### src/rtl/pmalu_pkg.sv
package pmalu_pkg;

    typedef enum logic [2:0] {
        OP_AVG_B   = 3'd0,
        OP_AVG_W   = 3'd1,
        OP_MAX_SW  = 3'd2,
        OP_MIN_SW  = 3'd3,
        OP_MAX_UB  = 3'd4,
        OP_MIN_UB  = 3'd5,
        OP_MULH_UW = 3'd6,
        OP_PASS_A  = 3'd7
    } pm_op_e;

    typedef enum logic {
        ST_IDLE = 1'b0,
        ST_DONE = 1'b1
    } pm_state_e;

endpackage

### src/rtl/pmalu_byte_lanes.sv
module pmalu_byte_lanes #(
    parameter int NB = 8
) (
    input  logic [NB*8-1:0] a,
    input  logic [NB*8-1:0] b,
    output logic [NB*8-1:0] avg,
    output logic [NB*8-1:0] umax,
    output logic [NB*8-1:0] umin
);
    localparam int LW = 8;

    for (genvar i = 0; i < NB; i++) begin : g_lane
        logic [LW-1:0] x, y;
        logic          x_ge;
        assign x    = a[i*LW +: LW];
        assign y    = b[i*LW +: LW];
        assign x_ge = (x >= y);
        // 9-bit intermediate keeps the carry before halving
        assign avg[i*LW +: LW]  = LW'((9'(x) + 9'(y) + 9'd1) >> 1);
        assign umax[i*LW +: LW] = x_ge ? x : y;
        assign umin[i*LW +: LW] = x_ge ? y : x;
    end

endmodule

### src/rtl/pmalu_word_lanes.sv
module pmalu_word_lanes #(
    parameter int NW = 4
) (
    input  logic [NW*16-1:0] a,
    input  logic [NW*16-1:0] b,
    output logic [NW*16-1:0] avg,
    output logic [NW*16-1:0] smax,
    output logic [NW*16-1:0] smin,
    output logic [NW*16-1:0] mulh
);
    localparam int LW = 16;
    localparam int PW = 2 * LW;

    for (genvar i = 0; i < NW; i++) begin : g_lane
        logic [LW-1:0] x, y;
        logic          x_ge_s;
        assign x      = a[i*LW +: LW];
        assign y      = b[i*LW +: LW];
        assign x_ge_s = ($signed(x) >= $signed(y));
        // 17-bit intermediate keeps the carry before halving
        assign avg[i*LW +: LW]  = LW'((17'(x) + 17'(y) + 17'd1) >> 1);
        assign smax[i*LW +: LW] = x_ge_s ? x : y;
        assign smin[i*LW +: LW] = x_ge_s ? y : x;
        assign mulh[i*LW +: LW] = LW'((PW'(x) * PW'(y)) >> LW);
    end

endmodule

### src/rtl/pmalu_top.sv
module pmalu_top
    import pmalu_pkg::*;
#(
    parameter int DATA_W = 64
) (
    input  logic              clk,
    input  logic              rst_n,
    input  logic              in_stb,
    input  logic [2:0]        op,
    input  logic [DATA_W-1:0] src_a,
    input  logic [DATA_W-1:0] src_b,
    output logic [DATA_W-1:0] res,
    output logic              res_vld
);
    localparam int NB = DATA_W / 8;
    localparam int NW = DATA_W / 16;

    logic [DATA_W-1:0] b_avg, b_max, b_min;
    logic [DATA_W-1:0] w_avg, w_max, w_min, w_mulh;
    logic [DATA_W-1:0] sel;
    pm_state_e         state, state_nxt;

    pmalu_byte_lanes #(.NB(NB)) u_bytes (
        .a    (src_a),
        .b    (src_b),
        .avg  (b_avg),
        .umax (b_max),
        .umin (b_min)
    );

    pmalu_word_lanes #(.NW(NW)) u_words (
        .a    (src_a),
        .b    (src_b),
        .avg  (w_avg),
        .smax (w_max),
        .smin (w_min),
        .mulh (w_mulh)
    );

    always_comb begin
        unique case (pm_op_e'(op))
            OP_AVG_B:   sel = b_avg;
            OP_AVG_W:   sel = w_avg;
            OP_MAX_SW:  sel = w_max;
            OP_MIN_SW:  sel = w_min;
            OP_MAX_UB:  sel = b_max;
            OP_MIN_UB:  sel = b_min;
            OP_MULH_UW: sel = w_mulh;
            OP_PASS_A:  sel = src_a;
        endcase
    end

    // Next-state logic
    always_comb begin
        unique case (state)
            ST_IDLE: state_nxt = in_stb ? ST_DONE : ST_IDLE;
            ST_DONE: state_nxt = in_stb ? ST_DONE : ST_IDLE;
        endcase
    end

    // State register
    always_ff @(posedge clk) begin
        if (!rst_n) state <= ST_IDLE;
        else        state <= state_nxt;
    end

    // Output register
    always_ff @(posedge clk) begin
        if (!rst_n)      res <= '0;
        else if (in_stb) res <= sel;
    end

    assign res_vld = (state == ST_DONE);

endmodule

### config.mk
export PLATFORM = sky130hd
export DESIGN_NAME = pmalu_top
export DESIGN_NICKNAME = d
export VERILOG_FILES = /design/src/rtl/pmalu_pkg.sv /design/src/rtl/pmalu_byte_lanes.sv /design/src/rtl/pmalu_word_lanes.sv /design/src/rtl/pmalu_top.sv
export SDC_FILE = /design/constraint.sdc
export NUM_CORES = 2
export LEC_CHECK = 0
export ABC_AREA = 1
export CORE_AREA = 10 10 460 462
export CTS_CLUSTER_DIAMETER = 80
export DETAILED_ROUTE_END_ITERATION = 10
export DIE_AREA = 0 0 470 472
export SLEW_MARGIN = 10
export SYNTH_ARGS = -nofsm -noshare
export SYNTH_HDL_FRONTEND = slang
export SYNTH_SLANG_ARGS = --single-unit
### constraint.sdc
create_clock -name clk -period 10.5 [get_ports clk]
set_clock_uncertainty 0.1 [all_clocks]
set_input_delay 2.1 -clock clk [delete_from_list [all_inputs] [get_ports clk]]
set_output_delay 2.1 -clock clk [all_outputs]
set_load 0.1 [all_outputs]
==> summary.md <==
| Metric | Value |
|---|---|
| Outcome | `completed` |
| DRC violations left | `0` |
| Die boundary width | `470 um` |
| Via count of the first global-routing pass | `47500` |
| Fmax | `109 MHz` |
| Detail Route met2 WL | `85.1 mm` |
| Worst Hold Class | `register to register` |
| Syn avg cell area | `6.73 um2` |
| Hold buffers post-CTS | `0` |
| Largest net degree at the start of global routing | `61` |
| # Post-CTS Setup Buffers | `0` |
| Final net count | `8568` |
| Cell types with the largest area share after synthesis | `fa_1 (32%), ha_1 (14%), inv_1 (14%)` |
| Number of vias per cell after detailed routing | `4.66` |
| # fillers | `22400` |
| Unrepaired setup endpoints after global routing | `no` |
| Most instantiated flip-flop cell in the synthesis netlist | `dfxtp_1` |
| Leak pwr | `29.6 nW` |
| Critical path endpoint category | `register` |
| Die Outline Area | `222000 um2` |
| Total count of max-transition violations in the final report | `0` |
| Maximum clock insertion buffer count | `2` |
| Number of failing setup endpoints in the final timing report | `0` |
| Part of the Yosys area used for sequential elements | `2.70%` |
| # clock sinks | `65` |
| Area growth from synthesis to layout | `10.4%` |
| Critical Path RT | `10.65 ns` |
| Rel. slew slack | `9.92%` |
| Count of input and output buffers | `198` |
| Placed cell count | `9775` |
| Drt initial violations | `3376` |
| Highest layer used for signal routing | `met5` |
| Starting density of the core | `23.9%` |
| Clock Latency Late Sink | `0.39 ns` |
| Worst-case vdd ir drop | `0.000217 V` |
| Via total after detailed routing | `45600` |
| Cell Rows | `165` |
| Number of buffers created by CTS | `9` |
| Overall die height | `472 um` |
| Max cap viols | `0` |
| Clock H-tree levels | `3` |
| Clock-pin transition on the worst setup and hold timing paths | `0.07 ns` |
| Final total negative setup slack | `0 ns` |
| Detailed-routing wirelength on met1 | `73.5 mm` |
| Synthesized flop and latch total | `65` |
| DR pass1 iterations | `6` |
| Total of cells resized after clock tree synthesis | `0` |
| Final clock period utilization by the worst path | `87.0%` |
| WS Path Type | `input pin to register` |
| Total nets after synthesis | `8610` |
| Routed wire per std cell | `18.2 um` |
| First-pass GRT wire length | `276 mm` |
| Fraction of layout cells with a size suffix above 1 | `2.64%` |
| Number of flops mapped to enable cells by yosys | `0` |
| Count of placed standard cells in the final layout, fillers left out | `9800` |
| Critical path arrival | `9.28 ns` |
| I/O pins | `199` |
| Minimum clock period | `9.14 ns` |
| Gate count of the mapped netlist | `7156` |
| Max FO, Critical Path | `21` |
| Detail Route Antenna Nets | `0` |
| Core ar. | `202000 um2` |
| Antenna violations before repair | `38` |
| Final hold viol count | `0` |
| TritonCTS clock tree | `done` |
| Kind of launch point of the worst setup path | `input pin` |
| RD Place Congestion | `0.933` |
| Clk Tree Root Cell | `clkbuf_16` |
| Sum of met3 wire segment lengths after detailed routing | `11.7 mm` |
| Synth warnings | `0` |
| GRT Resource Usage Total | `15.7%` |
| Area share of the largest cell type after synthesis | `32.4%` |
| Placed wire-length estimate after detailed placement | `146 mm` |
| Asr flop ratio synth | `0%` |
| Cell taking the most area after synthesis | `fa_1` |
| Sum of routed wire length over all layers | `179 mm` |
| Slew @ Worst Pin | `1.35 ns` |
| Ratio of total power to cell area | `299 nW/um2` |
| Total congestion overflow after global routing | `0` |
| Cell area after technology mapping | `48200 um2` |
| Count of different cell masters after synthesis | `54` |
==> flip-flops by register name, indices dropped and copies added, names as in the netlist <==
signal   flops
res         64
res_vld      1
==> critical path, cell delays in order <==
cell and delay (ns):
clkdlybuf4s50_1 1.29, nand2_1 0.20, fa_1 0.57, inv_1 0.06, fa_1 0.49, fa_1 0.61, fa_1 0.46, fa_1 0.50
inv_1 0.05, fa_1 0.49, inv_1 0.09, ha_1 0.31, a21oi_1 0.25, a21boi_0 0.38, o21ai_0 0.15, nand2_1 0.09
nand3_1 0.15, o21ai_0 0.40, nand3_1 0.18, o21bai_1 0.33, a21oi_1 0.12
==> worst paths after layout <==
| path | slack, ns | cells past startpoint | to | startpoint |
|---|---|---|---|---|
| worst min register to register | 0.37 | 2 | res[57] | res[57] |
| worst min-delay path | 0.37 | 2 | res[57] | res[57] |
| worst max-delay path | 1.36 | 21 | res[8] | src_a[8] |
| worst max register to register | 9.40 | 2 | res[47] | res[47] |
==> per-stage QoR <==
| stage | power, mW | util [%] | setup slack, ns | cell area, um2 | hold WS (ns) |
|---|---|---|---|---|---|
| 6_report | 15.9 | 26.4 | 1.36 | 53200 | 0.366 |
| 5_1_grt | 18.0 | 26.3 | 1.13 | 53200 | 0.393 |
| 4_1_cts | 15.9 | 26.3 | 1.41 | 53200 | 0.368 |
| 3_5_place_dp | 15.4 | 26.2 | 0.977 | 52900 | 0.356 |
| 3_3_place_gp | 15.4 | 26.2 | 1.02 | 52900 | 0.354 |
| 2_1_floorplan | 11.1 | - | 2.86 | 48200 | 0.809 |
==> where the power goes <==
group          total, mW  switching [mW]  internal, mW
clock network      0.379           0.169         0.210
registers          0.341          0.0504         0.290
logic               15.2            10.0          5.17
==> area by class of cell <==
class                   count  area, um2  share of cell area [%]
diodes                      9       22.5                  0.0423
clock buffers               9        225                   0.423
clock inverters             7        100                   0.188
inverters                1806       6780                    12.7
multi-input cells        4925      38700                    72.6
flip-flops and latches     65       1300                    2.45
well taps                2672       3340                    6.28
repair buffers            307       2780                    5.23
==> cells in the final DEF (no fill, tap or decap), types with 11 or more instances in the layout <==
cell             Yosys  layout
inv_1             1792    1792
nand2_1           1748    1748
fa_1               780     780
ha_1               540     540
nor2_1             404     403
a21oi_1            395     395
o21ai_0            384     384
nand3_1            210     210
clkdlybuf4s50_1      0     191
buf_4                4     115
nor3_1              72      71
nand4_1             65      65
dfxtp_1             65      65
o211ai_1            47      47
o21ai_1             39      39
xor2_1              34      34
a21o_1              24      24
o21bai_1            23      23
nand3b_1            21      21
a21boi_0            19      19
inv_2               12      12
or2_2               12      12
a31oi_1             11      11
==> cells by family (layout without fill, tap and decap cells) <==
kind of cell | Yosys count | in the layout | share of synthesized area [%]
and+or+nand+nor | 2569 | 2569 | 21.7
buffers and inverters | 2166 | 2129 | 17.1
adders and majority gates | 1320 | 1320 | 46.4
AOI/OAI and AO/OA | 992 | 992 | 11.2
DFF | 65 | 65 | 2.70
xor gates and xnor gates | 44 | 44 | 0.800
other | 0 | 9 | 0
==> Yosys cell counts (all sizes together) (7+ instances only) <==
cell type	n
ha	540
or2	12
dfxtp	65
o21ai	423
o211ai	47
nand2	1753
a211oi	7
nand4	65
buf	102
xor2	34
fa	780
a21o	24
a31oi	11
xnor2	10
nand3	217
a22oi	8
a21boi	20
nor2	409
inv	1804
o21bai	23
a21oi	395
o21a	9
nand3b	21
nor3	81
clkbuf	258
==> per-layer routing <==
metal | vias to the layer above | GRT usage, %
met2 | 1634 | 27.2
met3 | 332 | 2.28
met1 | 22300 | 19.3
li1 | 21400 | -
met4 | 40 | 7.05
met5 | - | 0
No activity file was read; power rests on OpenSTA's default activity.
